--- src/rtl/trig_busy_pkg.sv ---
package trig_busy_pkg;

    // Ping-pong depth per readout path
    localparam int PP_SLOTS = 2;

    typedef enum logic [1:0] {
        ST_IDLE  = 2'd0,  // alive
        ST_AWAIT = 2'd1,  // busy, waiting for level-2 decision
        ST_HOLD  = 2'd2   // busy, no front-end credit left
    } busy_state_t;

    typedef struct packed {
        logic l1_hit;
        logic accept;
        logic reject;
    } trig_ev_t;

    function automatic logic is_busy(busy_state_t s);
        return s != ST_IDLE;
    endfunction

endpackage

--- src/rtl/trig_busy_credit.sv ---
module trig_busy_credit #(
    parameter int W   = 3,
    parameter int AW  = 4,
    parameter int MAX = 4
) (
    input  logic          clk,
    input  logic          load,
    input  logic [AW-1:0] add,
    input  logic          add_en,
    input  logic          sub,
    output logic [W-1:0]  count,
    output logic [W-1:0]  nxt,
    output logic          bound_err
);
    int sum;

    always_comb begin
        sum = int'(count) + (add_en ? int'(add) : 0) - (sub ? 1 : 0);
        bound_err = 1'b0;
        if (sum > MAX) begin
            nxt = W'(MAX);
            bound_err = 1'b1;
        end else if (sum < 0) begin
            nxt = '0;
            bound_err = 1'b1;
        end else begin
            nxt = W'(sum);
        end
    end

    always_ff @(posedge clk) begin
        if (load) count <= W'(MAX);
        else      count <= nxt;
    end
endmodule

--- src/rtl/trig_busy_fsm.sv ---
module trig_busy_fsm
    import trig_busy_pkg::*;
(
    input  logic        clk,
    input  logic        load,
    input  logic        l1_strobe,
    input  logic        l1_in_mask,
    input  logic        l2a_strobe,
    input  logic        l2r_strobe,
    input  logic        fe_next_nz,
    output trig_ev_t    ev,
    output busy_state_t state
);
    busy_state_t state_nx;

    always_comb begin
        ev.l1_hit = l1_strobe && l1_in_mask;
        ev.accept = (state == ST_AWAIT) && !ev.l1_hit && l2a_strobe;
        ev.reject = (state == ST_AWAIT) && !ev.l1_hit && !l2a_strobe && l2r_strobe;
    end

    always_comb begin
        state_nx = state;
        if (ev.l1_hit)                           state_nx = ST_AWAIT;
        else if (ev.accept)                      state_nx = fe_next_nz ? ST_IDLE : ST_HOLD;
        else if (ev.reject)                      state_nx = ST_IDLE;
        else if (state == ST_HOLD && fe_next_nz) state_nx = ST_IDLE;
    end

    always_ff @(posedge clk) begin
        if (load) state <= ST_IDLE;
        else      state <= state_nx;
    end
endmodule

--- src/rtl/trig_busy_ctrl.sv ---
module trig_busy_ctrl
    import trig_busy_pkg::*;
#(
    parameter int FE_BUFS = 4,
    parameter int LINKS   = 8,
    localparam int CW     = $clog2(FE_BUFS + 1),
    localparam int EW     = $clog2(LINKS + 1)
) (
    input  logic          clk,
    input  logic          rst,
    input  logic          run_start,
    input  logic          l0_strobe,
    input  logic          l1_strobe,
    input  logic          l1_in_mask,
    input  logic          l2a_strobe,
    input  logic          l2r_strobe,
    input  logic [EW-1:0] eot_count,
    input  logic          frag_done,
    output logic          busy,
    output logic [CW-1:0] fe_free,
    output logic [1:0]    pp_free,
    output logic          err_flag
);
    logic          load;
    logic          unused_l0;
    trig_ev_t      ev;
    busy_state_t   state;
    logic [CW-1:0] fe_nxt;
    logic [1:0]    pp_nxt;
    logic          fe_err, pp_err;

    assign load      = rst || run_start;
    assign unused_l0 = l0_strobe;   // level-0 carries no credit action

    trig_busy_credit #(.W(CW), .AW(EW), .MAX(FE_BUFS)) u_fe (
        .clk      (clk),
        .load     (load),
        .add      (eot_count),
        .add_en   (pp_free != 2'd0),
        .sub      (ev.accept),
        .count    (fe_free),
        .nxt      (fe_nxt),
        .bound_err(fe_err)
    );

    trig_busy_credit #(.W(2), .AW(1), .MAX(PP_SLOTS)) u_pp (
        .clk      (clk),
        .load     (load),
        .add      (frag_done),
        .add_en   (1'b1),
        .sub      (ev.accept),
        .count    (pp_free),
        .nxt      (pp_nxt),
        .bound_err(pp_err)
    );

    trig_busy_fsm u_fsm (
        .clk       (clk),
        .load      (load),
        .l1_strobe (l1_strobe),
        .l1_in_mask(l1_in_mask),
        .l2a_strobe(l2a_strobe),
        .l2r_strobe(l2r_strobe),
        .fe_next_nz(fe_nxt != '0),
        .ev        (ev),
        .state     (state)
    );

    always_ff @(posedge clk) begin
        if (load)                  err_flag <= 1'b0;
        else if (fe_err || pp_err) err_flag <= 1'b1;
    end

    assign busy = is_busy(state);

    logic [1:0] unused_ppn;
    assign unused_ppn = pp_nxt;
endmodule

--- config.mk ---
export PLATFORM = sky130hd
export DESIGN_NAME = trig_busy_ctrl
export DESIGN_NICKNAME = d
export VERILOG_FILES = /design/src/rtl/trig_busy_pkg.sv /design/src/rtl/trig_busy_credit.sv /design/src/rtl/trig_busy_fsm.sv /design/src/rtl/trig_busy_ctrl.sv
export SDC_FILE = /design/constraint.sdc
export NUM_CORES = 1
export LEC_CHECK = 0
export CORE_MARGIN = 10
export CORE_UTILIZATION = 51
export CTS_CLUSTER_DIAMETER = 200
export DETAILED_ROUTE_END_ITERATION = 6
export PLACE_DENSITY = 0.94
export RECOVER_POWER = 25
export REMOVE_ABC_BUFFERS = 1
export SKIP_LAST_GASP = 1
export SYNTH_ARGS = -nofsm -noshare
export SYNTH_HDL_FRONTEND = slang
export SYNTH_SLANG_ARGS = --single-unit
export TNS_END_PERCENT = 5
--- constraint.sdc ---
create_clock -name clk -period 5.2 [get_ports clk]
set_input_delay 1.04 -clock clk [delete_from_list [all_inputs] [get_ports clk]]
set_output_delay 1.04 -clock clk [all_outputs]
set_load 0.01 [all_outputs]
==> results of run 1 <==
[through the flow]
stage | instance area [sq um] | hold WS (ns) | power (mW) | worst slack [ns] | cells
CTS | 978 | 0.548 | 0.168 | 1.48 | 123
global placement | 956 | 0.516 | 0.116 | 1.36 | 120
finish | 978 | 0.552 | 0.166 | 1.45 | 123
global route | 978 | 0.592 | 0.176 | 1.28 | 123
detailed placement | 956 | 0.528 | 0.118 | 1.24 | 120
floorplan | 757 | 0.489 | 0.0999 | 1.94 | 87
[kinds of logic (layout without fill, tap and decap cells)]
group,Yosys count,in the layout
flops,8,8
xor+xnor,2,2
fa+ha+maj,17,17
simple gates,27,27
buf+inv,15,36
compound gates,18,18
[synth_stat cells]
master                     count
sky130_fd_sc_hd__ha_1         15
sky130_fd_sc_hd__inv_1        15
sky130_fd_sc_hd__dfxtp_1       8
sky130_fd_sc_hd__nor2_1        7
sky130_fd_sc_hd__nand2_1       6
sky130_fd_sc_hd__a21oi_1       4
sky130_fd_sc_hd__o21ai_0       4
sky130_fd_sc_hd__nand2b_1      3
sky130_fd_sc_hd__o21a_1        3
sky130_fd_sc_hd__a31oi_1       2
sky130_fd_sc_hd__fa_1          2
sky130_fd_sc_hd__or2_2         2
sky130_fd_sc_hd__xnor2_1       2
sky130_fd_sc_hd__a21o_1        1
sky130_fd_sc_hd__a21oi_4       1
sky130_fd_sc_hd__a22o_1        1
sky130_fd_sc_hd__a311oi_1      1
sky130_fd_sc_hd__and2_2        1
sky130_fd_sc_hd__and4_1        1
sky130_fd_sc_hd__nand3_1       1
sky130_fd_sc_hd__nor2b_1       1
sky130_fd_sc_hd__nor3_1        1
sky130_fd_sc_hd__nor3b_1       1
sky130_fd_sc_hd__nor4_4        1
sky130_fd_sc_hd__nor4b_1       1
sky130_fd_sc_hd__nor4b_4       1
sky130_fd_sc_hd__o21ai_1       1
[flip-flops by register name, indices dropped and copies added, names as in the netlist]
register,count
u_fe.count,3
u_fsm.state,2
u_pp.count,2
err_flag,1
[power by group through the flow]
| stage | logic [mW] | registers, mW | clock network (mW) |
|---|---|---|---|
| 2_1_floorplan | 0.0339 | 0.0660 | 0 |
| 3_3_place_gp | 0.0502 | 0.0656 | 0 |
| 3_5_place_dp | 0.0527 | 0.0658 | 0 |
| 4_1_cts | 0.0533 | 0.0645 | 0.0505 |
| 5_1_grt | 0.0583 | 0.0647 | 0.0530 |
| 6_report | 0.0525 | 0.0644 | 0.0493 |
[cell type report]
| type | instances | area [sq um] | share of cell area (%) |
|---|---|---|---|
| clock buffer | 3 | 22.5 | 2.30 |
| inverter | 15 | 56.3 | 5.75 |
| timing repair buffer | 18 | 180 | 18.4 |
| sequential | 8 | 160 | 16.4 |
| tap | 15 | 18.8 | 1.92 |
| multi-input combinational | 64 | 541 | 55.2 |
[metal layers]
layer,GRT usage [%],vias to the layer above
li1,-,338
met1,11.0,324
met2,23.5,26
met3,2.58,10
met4,7.05,0
met5,0,-
[critical path: cells and delay by family]
| family | cells | cell delay (ns) |
|---|---|---|
| and+or+nand+nor | 8 | 1.14 |
| buffers and inverters | 3 | 0.54 |
| adders and majority gates | 4 | 1.06 |
| AOI/OAI and AO/OA | 1 | 0.13 |
[worst paths after layout]
kind / cells after the start / startpoint / to / slack (ns)
setup / recovery: 16 / l1_in_mask / u_fe.count[1]$_SDFF_PP0_ / 1.45
hold / removal: 2 / err_flag$_SDFFE_PP0P_ / err_flag$_SDFFE_PP0P_ / 0.55
setup reg to reg: 14 / u_fsm.state[0]$_SDFFE_PP0P_ / u_fe.count[1]$_SDFF_PP0_ / 2.38
hold reg to reg: 2 / err_flag$_SDFFE_PP0P_ / err_flag$_SDFFE_PP0P_ / 0.55
[placed cells by master (no fill, tap or decap), drive strengths merged]
master,instances
inv,15
ha,15
clkdlybuf4s50,15
dfxtp,8
nor2,7
nand2,6
o21ai,5
a21oi,5
o21a,3
nand2b,3
clkbuf,3
dlygate4sd3,3
or2,2
xnor2,2
a31oi,2
fa,2
nor4b,2
nor2b,1
nand3,1
a21o,1
and2,1
nor4,1
a22o,1
and4,1
nor3,1
nor3b,1
a311oi,1
==> metrics.csv, run 1 <==
stage,metric,value,unit
run_status,outcome,"complete, no violations",
critical_path,worstPathArrival,3.92,ns
clock_network,cells_resized_by_post_cts_repair,0,
clock_network,clock_pin_slew_on_the_worst_setup_and_hold_paths,0.06,ns
route,route.vias.total,698,
placed_design,detailedPlacementHpwl,1590,microns
critical_path,critical-path-slowest-cell,sky130_fd_sc_hd__clkdlybuf4s50_1,
synth,combinational_family_with_the_most_area_after_synthesis,adder cells,
power_and_ir_drop,power_per_cell_area,170,mW/mm^2
route,drt_pre_antenna_iters,4,
floorplanning,core.rowCount,13,
critical_path,timing.critical_path.required,5.37,ns
synth,post_synth_fa_ha_maj_area_fraction,30.1,%
cells_and_area,final_layout_size_suffix_gt1_share,8.33,%
cells_and_area,syn2layout_area_growth,29.3,%
synth,netlist_top_cells_area,"sky130_fd_sc_hd__ha_1 25%, sky130_fd_sc_hd__dfxtp_1 21%, sky130_fd_sc_hd__inv_1 7.4%",
sta,timing.setup.tns,0,ns
floorplanning,floorplan.io_pins,20,
cells_and_area,fillers,113,
global_routing,grt_overflow_total,0,
route,met2WireLength,1070,microns
power_and_ir_drop,vdd.ir_drop.worst,0.114,mV
synth,postSynthAreaPerCell,8.70,sq um
synth,synth_top_cell_area_share,24.8,%
synth,synth-compound-area-share,16.0,%
critical_path,worst_path_largest_cell_delay,0.43,ns
critical_path,cp-start-kind,primary input,
synth,post_synth_xor_area_fraction,2.31,%
cells_and_area,insertedDiodeCount,0,
run,cap_viol_max_count,0,
cells_and_area,post-route-util,72.5,%
critical_path,timing_worst_setup_path_type,in2reg,
power_and_ir_drop,power.static_leakage,0.455,nW
sta,max_freq,267,MHz
critical_path,cp_common_cell,sky130_fd_sc_hd__ha_1,
global_routing,overall_track_demand_over_capacity_in_global_routing,12.1,%
floorplanning,standard_cell_core_area,0.00135,sq mm
clock_network,clock_sinks,8,
placed_design,numPortBuffers,18,
synth,synthesis.area,757,sq um
placed_design,place_congestion,0.779,
sta,hold_violations,0,
clock_network,numCtsBuffers,3,
synth,post_synth_mux_area_share,0,%
route,routed_via_density,5.67,
clock_network,cts_hold_repair.buffers,0,
route,antenna_violating_nets_post_route,0,
route,first_iter_violations,20,
power_and_ir_drop,clock_power_share,29.6,%
synth,synth.distinct_cells,27,
sta,maxSlewHeadroom,78.1,%
sta,fin_crit,3.75,ns
cells_and_area,design.final.nets,140,
power_and_ir_drop,sequentialPowerShare,38.7,%
route,route.detailed.wl_per_inst,15.9,microns
power_and_ir_drop,power_report.internal_total,0.116,mW
critical_path,crit_chain,clkdlybuf4s50_1 > nand2_1 > nand3_1 > nor2_1 > ha_1 > inv_1 > ha_1 > inv_1 > fa_1 > nor2b_1 > o21a_1 > nor2_1 > ha_1 > nand2b_1 > nor4_4 > nor4b_4,
min_path,worst_hold_path_type,reg2reg,
sta,layout_worst_path_cycle_share,72.1,%
sta,rsz0062_at_grt,false,
synth,yosysWarnings,0,
route,met3WireLength,115,microns
synth,synth_seq_cells,8,
route,drc,0,
sta,setup-violations-final,0,
route,finalWirelength,1960,microns
sta,timing_max_transition_violations_final,0,
route,top_layer,met4,
clock_network,postCtsSetupBuffers,0,
floorplanning,die_y,58.5,microns
power_and_ir_drop,total_switching_power,0.0501,mW
synth,synth-seq-area-share,21.2,%
sta,fin_skew,0.00323,ns
sta,slew_at_the_pin_with_the_worst_max_slew_slack,0.327,ns
floorplanning,die-width,58.5,microns
clock_network,cts.path.max_buffers,2,
synth,postSynthCellCount,87,
critical_path,cp-end-kind,flop,
global_routing,grt_pass1_vias,782,
clock_network,insertion_delay,0.26,ns
global_routing,pin_count_of_the_biggest_net_entering_global_routing,8,
floorplanning,initial_utilization,56.1,%
floorplanning,die_area,0.00343,sq mm
global_routing,grt_antenna_before_repair,0,
synth,yosysTopAreaCell,sky130_fd_sc_hd__ha_1,
clock_network,cts.htree.levels,1,
clock_network,cts_tree,yes,
synth,basic_gate_share_of_the_synthesized_area_counting_and_or_nand_and_nor_cells,23.0,%
critical_path,critPathMaxFanout,4,
global_routing,wire_length_of_the_first_global_routing_pass,3320,microns
power_and_ir_drop,netSwitchingFraction,30.2,%
route,met1_length,700,microns
clock_network,cts_root_buf,sky130_fd_sc_hd__clkbuf_4,
power_and_ir_drop,comb_power_share,31.6,%
No activity file was read; power rests on OpenSTA's default activity.
==> run 2: changes to the inputs <==
Settings changed: CORE_UTILIZATION 51 to 47, PLACE_DENSITY 0.94 to 0.89.
Clock period 5.2 ns to 3.7 ns, I/O delays scaled along.
==> metrics.csv, run 2 (synthesis results as in run 1) <==
stage,metric,value,unit,change
global_routing,wire_length_of_the_first_global_routing_pass,2930,microns,-12%
critical_path,timing.critical_path.required,3.88,ns,-1.49 ns
sta,fin_skew,0.00202,ns,-0.00121 ns
critical_path,worstPathArrival,3.52,ns,-0.40 ns
critical_path,r2r_cells,14,,unchanged
cells_and_area,multi_input_area,541,sq um,unchanged
critical_path,critical-path-slowest-cell,sky130_fd_sc_hd__clkdlybuf4s50_1,,
global_routing,overall_track_demand_over_capacity_in_global_routing,10.5,%,-1.6 points
clock_network,postCtsSetupBuffers,0,,unchanged
sta,timing.setup.tns,0,ns,unchanged
run_status,outcome,"complete, no violations",,
sta,max_freq,299,MHz,
power_and_ir_drop,vdd.ir_drop.worst,0.136,mV,+20%
clock_network,insertion_delay,0.26,ns,about the same
sta,postLayoutSetupSlackWorst,0.354,ns,-1.10 ns
floorplanning,floorplan.io_pins,20,,unchanged
placed_design,place_congestion,0.717,,-7.9%
critical_path,rr_endpoint,u_fe.count[1]$_SDFF_PP0_,,
clock_network,clock_sinks,8,,unchanged
clock_network,cts_hold_repair.buffers,0,,unchanged
cells_and_area,design.final.nets,140,,unchanged
global_routing,pin_count_of_the_biggest_net_entering_global_routing,8,,unchanged
floorplanning,die-width,60.1,microns,+2.7%
critical_path,critPathMaxFanout,4,,unchanged
sta,fin_crit,3.35,ns,
sta,timing_max_transition_violations_final,0,,unchanged
critical_path,regToRegSetupSlack,0.98,ns,-1.40 ns
sta,fin_hold_ws,0.530,ns,-0.0212 ns
placed_design,numPortBuffers,18,,unchanged
min_path,holdPathStages,2,,unchanged
placed_design,detailedPlacementHpwl,1430,microns,-10%
clock_network,cts.path.max_buffers,2,,unchanged
power_and_ir_drop,power.static_leakage,0.456,nW,+0.34%
critical_path,timing_worst_setup_path_type,in2reg,,
route,routed_via_density,5.40,,-4.9%
floorplanning,die_area,0.00362,sq mm,+5.6%
critical_path,path_delay_family,adder cells,,
floorplanning,standard_cell_core_area,0.00151,sq mm,+12%
sta,layout_worst_path_cycle_share,90.4,%,
sta,hold_violations,0,,unchanged
cells_and_area,fillers,132,,+17%
global_routing,grt_pass1_vias,682,,-13%
cells_and_area,final_layout_size_suffix_gt1_share,8.33,%,unchanged
route,antenna_violating_nets_post_route,0,,unchanged
placed_design,place_area,957,sq um,+0.13%
sta,setup-violations-final,0,,unchanged
cells_and_area,most_used_cells_in_the_layout_excluding_fill_and_tap_cells,"15 x sky130_fd_sc_hd__inv_1, 15 x sky130_fd_sc_hd__ha_1, 15 x sky130_fd_sc_hd__clkdlybuf4s50_1",,
route,route.vias.total,669,,-4.2%
global_routing,grt_antenna_before_repair,0,,unchanged
sta,rsz0062_at_grt,false,,
clock_network,cells_resized_by_post_cts_repair,0,,unchanged
route,drc,0,,unchanged
min_path,hp-start,u_fsm.state[0]$_SDFFE_PP0P_,,
placed_design,post-place-ws,0.0816,ns,-1.16 ns
sta,maxSlewHeadroom,76.9,%,-1.1 points
clock_network,cts_tree,yes,,
route,drt_pre_antenna_iters,4,,unchanged
cells_and_area,largest_reg_flops,3,,unchanged
cells_and_area,largestRegisters,"u_fe.count: 3 flops, u_fsm.state: 2 flops, u_pp.count: 2 flops",,
clock_network,cts.htree.levels,1,,unchanged
clock_network,cts_root_buf,sky130_fd_sc_hd__clkbuf_4,,
floorplanning,core.rowCount,14,,+1
clock_network,numCtsBuffers,3,,unchanged
route,finalWirelength,1650,microns,-16%
cells_and_area,regMostFlops,u_fe.count,,
power_and_ir_drop,power_per_cell_area,238,mW/mm^2,+40%
min_path,hold_end,u_fsm.state[0]$_SDFFE_PP0P_,,
critical_path,cp_common_cell,sky130_fd_sc_hd__ha_1,,
cells_and_area,post-route-cell-area,980,sq um,+0.13%
clock_network,clock_pin_slew_on_the_worst_setup_and_hold_paths,0.05,ns,about the same
critical_path,rr_startpoint,u_fsm.state[0]$_SDFFE_PP0P_,,
critical_path,cp-end-kind,flop,,
route,first_iter_violations,12,,-40%
critical_path,cp.buffers_inverters,3,,unchanged
sta,slew_at_the_pin_with_the_worst_max_slew_slack,0.343,ns,+0.0167 ns
cells_and_area,post-route-util,65.0,%,-7.4 points
route,route.detailed.wl_per_inst,13.3,microns,-16%
run,cap_viol_max_count,0,,unchanged
min_path,worst_hold_path_type,reg2reg,,
cells_and_area,syn2layout_area_growth,29.4,%,
critical_path,worst_path_largest_cell_delay,0.47,ns,+0.04 ns
critical_path,crit_chain,clkdlybuf4s50_1 > nand2_1 > nand3_1 > nor2_1 > ha_1 > inv_1 > ha_1 > inv_1 > fa_1 > nor2b_1 > o21a_1 > nor2_1 > ha_1 > nand2b_1 > nor4_4 > nor4b_4,,
floorplanning,initial_utilization,50.2,%,-5.8 points
global_routing,grt_overflow_total,0,,unchanged
cells_and_area,insertedDiodeCount,0,,unchanged
cells_and_area,register_area,160,sq um,unchanged
critical_path,cp-start-kind,primary input,,
floorplanning,die_y,60.1,microns,+2.7%
## run 2: worst reg2reg max path, delay by kind of cell, from the launching register on
kind,cells,cell delay (ns)
fa+ha+maj,4,1.06
simple gates,7,0.97
flops,1,0.37
compound gates,1,0.14
buf+inv,2,0.11
## run 2: power breakdown
group / leakage, nW / internal [mW] / switching [mW]
clock: 0.0138 / 0.0373 / 0.0325
combinational: 0.377 / 0.0374 / 0.0358
sequential: 0.0650 / 0.0885 / 0.00185
total: 0.456 / 0.163 / 0.0701
## run 2: cell type report
cell class	count	share of cell area, %
clock buffers	3	2.30
inverters	15	5.75
flip-flops and latches	8	16.3
well taps	16	2.04
multi-input cells	64	55.2
repair buffers	18	18.4
## run 2: routing by layer
layer | GRT usage, % | wire length [microns] | part of all wire (%) | up-vias
li1 | - | - | - | 338
met1 | 11.5 | 673 | 41 | 310
met2 | 16.6 | 810 | 49 | 16
met3 | 3.60 | 126 | 7.6 | 5
met4 | 6.73 | 38 | 2.3 | 0
met5 | 0 | 0 | 0 | -
## run 2: stage by stage
| step | std cells | total power, mW |
|---|---|---|
| 2_1_floorplan | 87 | 0.140 |
| 3_3_place_gp | 121 | 0.164 |
| 3_5_place_dp | 121 | 0.166 |
| 4_1_cts | 124 | 0.236 |
| 5_1_grt | 124 | 0.248 |
| 6_report | 124 | 0.233 |
## run 2: worst max-delay path by stage
| stage | startpoint | end | slack [ns] | depth (start not counted) |
|---|---|---|---|---|
| global route | l1_in_mask | u_fe.count[1]$_SDFF_PP0_ | 0.11 | 16 |
| floorplan | l1_strobe | u_fe.count[1]$_SDFF_PP0_ | 0.74 | 15 |
| finish | l1_in_mask | u_fe.count[1]$_SDFF_PP0_ | 0.35 | 16 |
| CTS | l1_strobe | u_fe.count[1]$_SDFF_PP0_ | 0.35 | 16 |
| detailed placement | l1_strobe | u_fe.count[1]$_SDFF_PP0_ | 0.08 | 16 |
| global placement | l1_strobe | u_fe.count[1]$_SDFF_PP0_ | 0.15 | 16 |
